File: src/rtl/synth_ctrl_pkg.sv
package synth_ctrl_pkg;
  typedef enum logic [1:0] {
    MODE_OSC_TEST   = 2'b00,
    MODE_SPREAD     = 2'b01,
    MODE_EXT_BYPASS = 2'b10,
    MODE_PLAIN      = 2'b11
  } syn_mode_e;
endpackage

File: src/rtl/syn_prescale.sv
module syn_prescale #(
  parameter int DIV = 16
) (
  input  logic clk,
  input  logic rst_n,
  input  logic osc_en,
  output logic tick,
  output logic half,
  output logic pulse
);
  localparam int W = $clog2(DIV);

  logic [W-1:0] cnt_q, cnt_d;
  logic         pulse_q, pulse_d;

  always_comb begin
    tick    = osc_en && (cnt_q == W'(DIV - 1));
    cnt_d   = cnt_q;
    if (osc_en) cnt_d = tick ? '0 : cnt_q + 1'b1;
    pulse_d = tick;
  end

  always_ff @(posedge clk or negedge rst_n) begin
    if (!rst_n) begin
      cnt_q   <= '0;
      pulse_q <= 1'b0;
    end else begin
      cnt_q   <= cnt_d;
      pulse_q <= pulse_d;
    end
  end

  assign half  = cnt_q[W-1];
  assign pulse = pulse_q;
endmodule

File: src/rtl/syn_mlatch.sv
module syn_mlatch #(
  parameter int W     = 9,
  parameter int LO    = 190,
  parameter int HI    = 510
) (
  input  logic         clk,
  input  logic         rst_n,
  input  logic [W-1:0] m_in,
  input  logic         load_n,
  output logic [W-1:0] m_eff,
  output logic         range_err
);
  logic [W-1:0] m_q, m_d;
  logic         ld_q, err_q, err_d;
  logic         capture, outside;

  always_comb begin
    m_d     = load_n ? m_q : m_in;
    capture = load_n && !ld_q;
    outside = (m_q < W'(LO)) || (m_q > W'(HI));
    err_d   = err_q || (capture && outside);
  end

  always_ff @(posedge clk or negedge rst_n) begin
    if (!rst_n) begin
      m_q   <= W'(LO);
      ld_q  <= 1'b1;
      err_q <= 1'b0;
    end else begin
      m_q   <= m_d;
      ld_q  <= load_n;
      err_q <= err_d;
    end
  end

  assign m_eff     = load_n ? m_q : m_in;
  assign range_err = err_q;
endmodule

File: src/rtl/syn_fbdiv.sv
module syn_fbdiv #(
  parameter int W = 9
) (
  input  logic         clk,
  input  logic         rst_n,
  input  logic         clr,
  input  logic         tick,
  input  logic [W-1:0] m_val,
  output logic         pulse
);
  logic [W-1:0] cnt_q, cnt_d;
  logic         pulse_q, pulse_d;
  logic         at_end;

  always_comb begin
    at_end  = (cnt_q <= W'(1));
    cnt_d   = cnt_q;
    pulse_d = 1'b0;
    if (clr) begin
      cnt_d = '0;
    end else if (tick) begin
      cnt_d   = at_end ? m_val : cnt_q - 1'b1;
      pulse_d = (cnt_q == W'(1));
    end
  end

  always_ff @(posedge clk or negedge rst_n) begin
    if (!rst_n) begin
      cnt_q   <= '0;
      pulse_q <= 1'b0;
    end else begin
      cnt_q   <= cnt_d;
      pulse_q <= pulse_d;
    end
  end

  assign pulse = pulse_q;
endmodule

File: src/rtl/syn_outstage.sv
module syn_outstage
  import synth_ctrl_pkg::*;
#(
  parameter int SYNC_N = 2
) (
  input  logic      clk,
  input  logic      rst_n,
  input  logic      clr,
  input  syn_mode_e md,
  input  logic      vco_en,
  input  logic      ref_tick,
  input  logic      test_in,
  output logic      fout
);
  logic [SYNC_N-1:0] sync_q, sync_d;
  logic              prev_q, ext_rise, out_tick;
  logic              fout_q, fout_d;

  generate
    if (SYNC_N == 1) begin : g_sync1
      assign sync_d = test_in;
    end else begin : g_syncn
      assign sync_d = {sync_q[SYNC_N-2:0], test_in};
    end
  endgenerate

  always_comb begin
    ext_rise = sync_q[SYNC_N-1] && !prev_q;
    case (md)
      MODE_OSC_TEST:   out_tick = ref_tick;
      MODE_EXT_BYPASS: out_tick = ext_rise;
      default:         out_tick = vco_en;
    endcase
    if (clr)           fout_d = 1'b0;
    else if (out_tick) fout_d = !fout_q;
    else               fout_d = fout_q;
  end

  always_ff @(posedge clk or negedge rst_n) begin
    if (!rst_n) begin
      sync_q <= '0;
      prev_q <= 1'b0;
      fout_q <= 1'b0;
    end else begin
      sync_q <= sync_d;
      prev_q <= sync_q[SYNC_N-1];
      fout_q <= fout_d;
    end
  end

  assign fout = fout_q;
endmodule

File: src/rtl/synth_ctrl.sv
module synth_ctrl
  import synth_ctrl_pkg::*;
#(
  parameter int PRE_DIV = 16,
  parameter int M_W     = 9,
  parameter int M_LO    = 190,
  parameter int M_HI    = 510,
  parameter int SYNC_N  = 2
) (
  input  logic           clk,
  input  logic           rst_n,
  input  logic           mr,
  input  logic           osc_en,
  input  logic           vco_en,
  input  logic [M_W-1:0] m_in,
  input  logic           m_load_n,
  input  logic [1:0]     mode,
  input  logic           test_in,
  output logic           test_out,
  output logic           test_oe,
  output logic           fout,
  output logic           fout_n,
  output logic           ref_pulse,
  output logic           fb_pulse,
  output logic           spread_en,
  output logic           pll_en,
  output logic           range_err
);
  logic [1:0]     rst_pipe_q;
  logic           rst_core_n;
  syn_mode_e      md;
  logic           ref_tick, pre_half, fb_tick, fout_q;
  logic [M_W-1:0] m_eff;

  always_ff @(posedge clk or negedge rst_n) begin
    if (!rst_n) rst_pipe_q <= '0;
    else        rst_pipe_q <= {rst_pipe_q[0], 1'b1};
  end
  assign rst_core_n = rst_pipe_q[1];

  assign md = syn_mode_e'(mode);

  syn_prescale #(.DIV(PRE_DIV)) u_pre (
    .clk(clk), .rst_n(rst_core_n), .osc_en(osc_en),
    .tick(ref_tick), .half(pre_half), .pulse(ref_pulse)
  );

  syn_mlatch #(.W(M_W), .LO(M_LO), .HI(M_HI)) u_mlat (
    .clk(clk), .rst_n(rst_core_n), .m_in(m_in), .load_n(m_load_n),
    .m_eff(m_eff), .range_err(range_err)
  );

  always_comb begin
    case (md)
      MODE_OSC_TEST:   fb_tick = ref_tick;
      MODE_EXT_BYPASS: fb_tick = 1'b0;
      default:         fb_tick = vco_en;
    endcase
  end

  syn_fbdiv #(.W(M_W)) u_fb (
    .clk(clk), .rst_n(rst_core_n), .clr(mr), .tick(fb_tick),
    .m_val(m_eff), .pulse(fb_pulse)
  );

  syn_outstage #(.SYNC_N(SYNC_N)) u_out (
    .clk(clk), .rst_n(rst_core_n), .clr(mr), .md(md), .vco_en(vco_en),
    .ref_tick(ref_tick), .test_in(test_in), .fout(fout_q)
  );

  assign fout      = fout_q;
  assign fout_n    = !fout_q;
  assign test_oe   = (md == MODE_OSC_TEST);
  assign test_out  = test_oe && pre_half;
  assign spread_en = (md == MODE_SPREAD);
  assign pll_en    = (md == MODE_SPREAD) || (md == MODE_PLAIN);
endmodule

File: config.mk
export PLATFORM = sky130hd
export DESIGN_NAME = synth_ctrl
export DESIGN_NICKNAME = d
export VERILOG_FILES = /design/src/rtl/synth_ctrl_pkg.sv /design/src/rtl/syn_prescale.sv /design/src/rtl/syn_mlatch.sv /design/src/rtl/syn_fbdiv.sv /design/src/rtl/syn_outstage.sv /design/src/rtl/synth_ctrl.sv
export SDC_FILE = /design/constraint.sdc
export NUM_CORES = 1
export LEC_CHECK = 0
export ABC_AREA = 1
export CORE_MARGIN = 2
export CORE_UTILIZATION = 53
export CTS_CLUSTER_DIAMETER = 100
export DETAILED_ROUTE_END_ITERATION = 12
export PLACE_DENSITY = 0.77
export SYNTH_ARGS = -nofsm -noshare
export SYNTH_HDL_FRONTEND = slang
export SYNTH_SLANG_ARGS = --single-unit
File: constraint.sdc
create_clock -name clk -period 1.16 [get_ports clk]
set_input_delay 0.348 -clock clk [delete_from_list [all_inputs] [get_ports clk]]
set_output_delay 0.348 -clock clk [all_outputs]
set_load 0.01 [all_outputs]
Word level (Yosys, flattened, before mapping)
Index checks and enable logic that the tools add are counted.

storage, ports and cells
  output and inout port bits = 9
  register bits after elaboration = 32
  input port bits = 18
  word-level logic and storage cells = 46

cells by class
  $lt $le $gt $ge = 3
  mux-type cells = 11
  eq/ne operators = 5
  reductions and logical operators = 14
  add/sub/neg operators = 2

operator list
  operator               count
  $mux W9                4
  $eq A9 B1 Y1 const B   1
  $gt A9 B9 Y1 const B   1
  $le A9 B1 Y1 const B   1
  $lt A9 B8 Y1 const B   1
  $sub A9 B1 Y9 const B  1
  $logic_and A1 B1 Y1    5
  $add A4 B1 Y4 const B  1
  $eq A2 B2 Y1 const B   2
  $eq A4 B4 Y1 const B   1
  $mux W1                4
  $mux W4                1
  $pmux W1 S2            2
  $reduce_bool A2 Y1     2
  $logic_not A1 Y1       3
  $logic_or A1 B1 Y1     3
  $eq A2 B1 Y1 const B   1
  $logic_not A2 Y1       1

Logic depth before layout (Yosys ltp)
  depth after elaboration = 5
  gate-level depth with buffers = 10
  mapped depth without buffers = 10

Hierarchy
From an unflattened synthesis, not the netlist that was laid out.

second synthesis, totals
  cells, all modules = 243
  area total of the unflattened synthesis = 1762.9 um2

modules (own cells, without submodules)
  module        cells each  instances  seq. area each (um2)  area each (um2)
  syn_fbdiv     125         1          250.2                 778.2
  syn_mlatch    59          1          284.0                 490.5
  syn_prescale  23          1          125.1                 217.7
  syn_outstage  24          1          100.1                 182.7
  synth_ctrl    12          1          50.0                  93.8

Worst setup path before layout
Ideal clock, no wire load.

  kind = register to register
  start = reg u_fb.cnt_q[1]
  end = reg u_fb.cnt_q[2]
  setup time = 0.117 ns
  path slack = -0.170 ns
  arrival time = 1.213 ns
  required time = 1.043 ns
  cell stages (with the launch flop) = 10
  clock period less this slack = 1.330 ns
  buffers on the path = 0
  cells stage by stage = dfrtp_1 -> inv_1 -> ha_1 -> inv_1 -> nor2_1 -> nand4_2 -> nand2_4 -> nand2_1 -> nand3_1 -> nand2_1

between the ends
  word-level cells in the longest chain between the ends = 4
  elaborated cells on any way between the ends = 5
  classes of those cells = add/sub: 1; order compare: 1; mux: 3

RTL lines
  element                                               line                              text
  start, declared                                       syn_fbdiv.sv:11                   logic [W-1:0] cnt_q, cnt_d;
  start signal, assigned                                syn_fbdiv.sv:32                   cnt_q <= cnt_d;
  $sub A9 B1 Y9 / $le A9 B1 Y1 (equally long branches)  syn_fbdiv.sv:22, syn_fbdiv.sv:16
  $mux W9 (*)                                           syn_fbdiv.sv:22                   cnt_d = at_end ? m_val : cnt_q - 1'b1;
  $mux W9 (*)                                           syn_fbdiv.sv:21                   end else if (tick) begin
  $mux W9 (*)                                           syn_fbdiv.sv:19                   if (clr) begin

Every way passes the cells marked *; elsewhere a longest branch is shown, timed or not. The select of a mux whose other input is x is not followed.
A chain may end at the register's enable or synchronous reset.

Worst setup path in the final report
  start = reg u_fb.cnt_q[0]
  end = reg u_fb.cnt_q[7]

Same word-level chain as after synthesis.

==> results.sh <==
export IMPL_setup_ws_ns=-0.254
export IMPL_cts_hold_buf=0
export IMPL_ant_nets=0
export IMPL_drt_iter0_markers=110
export IMPL_critPathArrivalTime_ns=1.65
export IMPL_status="finished, violations left"
export IMPL_top_layer="met4"
export IMPL_fp_row_count=20
export IMPL_dp_hpwl_um=2760
export IMPL_clockRootBuffer="clkbuf_4"
export IMPL_synth_commonest_cells="nand2_1 (61), inv_1 (29), dfrtp_1 (25)"
export IMPL_wl_per_cell_um=13.4
export IMPL_yosys_most_used_dff="dfrtp_1"
export IMPL_io_pins=27
export IMPL_synth_cells=212
export IMPL_crit_path_end_kind="register"
export IMPL_insertion_delay_ns=0.35
export IMPL_crit_fanout=7
export IMPL_regArea_um2=812
export IMPL_vias=1708
export IMPL_yosysTopAreaCell="dfrtp_1"
export IMPL_synthesis_area_mm2=0.00171
export IMPL_grt_start_max_net_pins=28
export IMPL_p_leak_nw=1.31
export IMPL_worst_r2r_cell_count=9
export IMPL_m1WireLength_um=1970
export IMPL_power_density_mw_per_mm2=1680
export IMPL_nets=317
export IMPL_dr_wl_met2_um=2250
export IMPL_syn_area_per_cell_um2=8.05
export IMPL_synth_edf_count=0
export IMPL_multiInputGateArea_um2=918
export IMPL_async_flop_share_pct=100
export IMPL_synthToLayoutAreaGrowth_pct=51.7
export IMPL_setup_viol=18
export IMPL_cp_required_ns=1.40
export IMPL_cts_buffers=5
export IMPL_rsz0062_at_grt="yes"
export IMPL_cp_start_kind="register"
export IMPL_antenna_found_initial=0
export IMPL_core_mm2=0.00305
export IMPL_ir_drop_v=0.00105
export IMPL_wl_met3_um=202
export IMPL_ys_seq_elements=32
export IMPL_seq_area_frac_synth_pct=47.4
export IMPL_viasPerCell=5.01
export IMPL_fin_cells=341
export IMPL_fmaxAchievable_mhz=707
export IMPL_wl_um=4560
export IMPL_grt_use_total_pct=27.1
export IMPL_grt_pass1_vias=1623
export IMPL_dieArea_mm2=0.00369
export IMPL_globalplace_congestion=0.859
export IMPL_drc=0
export IMPL_violations="negative setup slack"
export IMPL_ys_top_cells_by_area="dfrtp_1 (37%), nand2_1 (13%), dfstp_2 (11%)"
export IMPL_die_height_um=60.7
export IMPL_fin_hold_ws_ns=0.0783
export IMPL_cts_tree="done"
export IMPL_hold_viol=0
export IMPL_clk_path_buf_depth=2
export IMPL_yosysMostFrequentCell="nand2_1"
export IMPL_grt_pass1_wl_um=7180
export IMPL_r2r_slack_ns=-0.25
export IMPL_dp_cells=318
export IMPL_synth_fp_nets=233
export IMPL_drive_above_1_share_pct=46.1
export IMPL_clk_pin_slew_worst_paths_ns=0.12
export IMPL_synth_top_cell_area_share_pct=36.7
export IMPL_gr_total_overflow=0
export IMPL_dr_pass1_iters=4
export IMPL_drv_cap=0
export IMPL_yosysUniqueCellTypes=25
export IMPL_fin_crit_sh_pct=122
export IMPL_start_util_pct=55.9
export IMPL_post_route_min_period_ns=1.41
export IMPL_h_tree_depth=2
export IMPL_die_w_um=60.7
export IMPL_crit_type="reg -> reg"
export IMPL_dp_slack_ns=-0.798
export IMPL_port_buffers=26
export IMPL_hp_class="reg -> async"
export IMPL_nFillCells=183
export IMPL_slew_violations=0
export IMPL_finClkSkew_ns=0.0225
export IMPL_cts_sinks=32
export IMPL_n_antenna_cell=0
export IMPL_ys_warn_count=0
critical path: stages, from the launching register on:
cell and delay, ns:
dfrtp_2 0.47, ha_4 0.17, inv_2 0.06, nor2_4 0.04
nand2_1 0.07, nor2_2 0.05, nor2_4 0.21, nand2_1 0.10
nand3_2 0.08, nand2_1 0.05
through the flow:
stage	util, %	power [mW]	TNS (ns)	instance area (um^2)
after global routing	84.8	4.67	-4.34	2590
after CTS	81.4	4.15	-2.77	2490
final	84.8	4.35	-3.06	2590
after global placement	75.9	3.13	-13.90	2320
after detailed placement	75.9	3.20	-14.42	2320
after floorplan	-	2.49	-1.17	1710
layer usage:
layer,track usage [%],vias up
met2,44.5,52
met1,33.3,803
met4,10.9,0
met5,0,-
met3,8.53,15
li1,-,838
path summary, 6_finish.rpt:
kind | startpoint | endpoint
min in group clk | u_out.sync_q[0] | u_out.sync_q[1]
worst max register to register | u_fb.cnt_q[0] | u_fb.cnt_q[7]
worst max-delay path | u_fb.cnt_q[0] | u_fb.cnt_q[7]
worst min-delay path | rst_pipe_q[1] | u_pre.cnt_q[1]
max in group asynchronous | rst_pipe_q[1] | u_mlat.m_q[2]
worst min register to register | rst_pipe_q[1] | u_pre.cnt_q[1]
logic make-up (layout without fill, tap and decap cells):
family	after synthesis	after routing	synth area share, %
compound gates	13	13	3.81
buf+inv	32	115	7.33
xor+xnor	2	2	1.03
fa+ha+maj	3	3	2.20
mux	2	2	1.32
flops	32	32	47.4
other cells	1	1	0.220
simple gates	127	129	36.7
final cells by class:
class | instances | area share [%]
clock buffers | 6 | 1.98
repair inverters | 1 | 0.290
multi-input cells | 150 | 35.5
well taps | 44 | 2.13
inverters | 30 | 4.54
repair buffers | 76 | 23.8
flip-flops and latches | 32 | 31.4
clock inverters | 2 | 0.387
flip-flops by register name, summed over array words and instances, names as in the netlist:
| register | flops |
|---|---|
| u_mlat.range_err | 1 |
| u_out.fout | 1 |
| u_pre.cnt_q | 4 |
| u_mlat.m_q | 9 |
| u_out.sync_q | 2 |
| u_mlat.ld_q | 1 |
| u_fb.cnt_q | 9 |
| u_fb.pulse | 1 |
| rst_pipe_q | 2 |
| u_pre.pulse | 1 |
| u_out.prev_q | 1 |
what timing repair did:
action	in CTS	in global routing
setup buffers	7	6
cloned	3	0
gates resized for setup	68	21
pin swaps	13	13
endpoints found under the setup margin	29	20
power breakdown:
group          switching, mW  total (mW)  internal, mW
Sequential             0.147        1.45          1.31
Combinational           1.19        2.22          1.03
Clock                  0.387       0.675         0.288
Total                   1.72        4.35          2.63
layout by cell type, fill, tap and decap left out, types with 2 or more instances in the layout:
| master | instances |
|---|---|
| buf_2 | 9 |
| buf_4 | 45 |
| buf_6 | 5 |
| clkbuf_4 | 5 |
| clkdlybuf4s50_1 | 14 |
| clkinv_2 | 2 |
| dfrtp_1 | 23 |
| dfrtp_2 | 2 |
| dfstp_2 | 7 |
| dlygate4sd2_1 | 2 |
| ha_4 | 2 |
| inv_1 | 24 |
| inv_2 | 5 |
| nand2_1 | 54 |
| nand2_2 | 9 |
| nand2_4 | 4 |
| nand3_1 | 15 |
| nand3_2 | 7 |
| nand4_1 | 3 |
| nor2_1 | 9 |
| nor2_2 | 9 |
| nor2_4 | 8 |
| o21ai_0 | 9 |
| o21ai_1 | 3 |
| or2_2 | 8 |
Power figures use the tool's default switching activity.
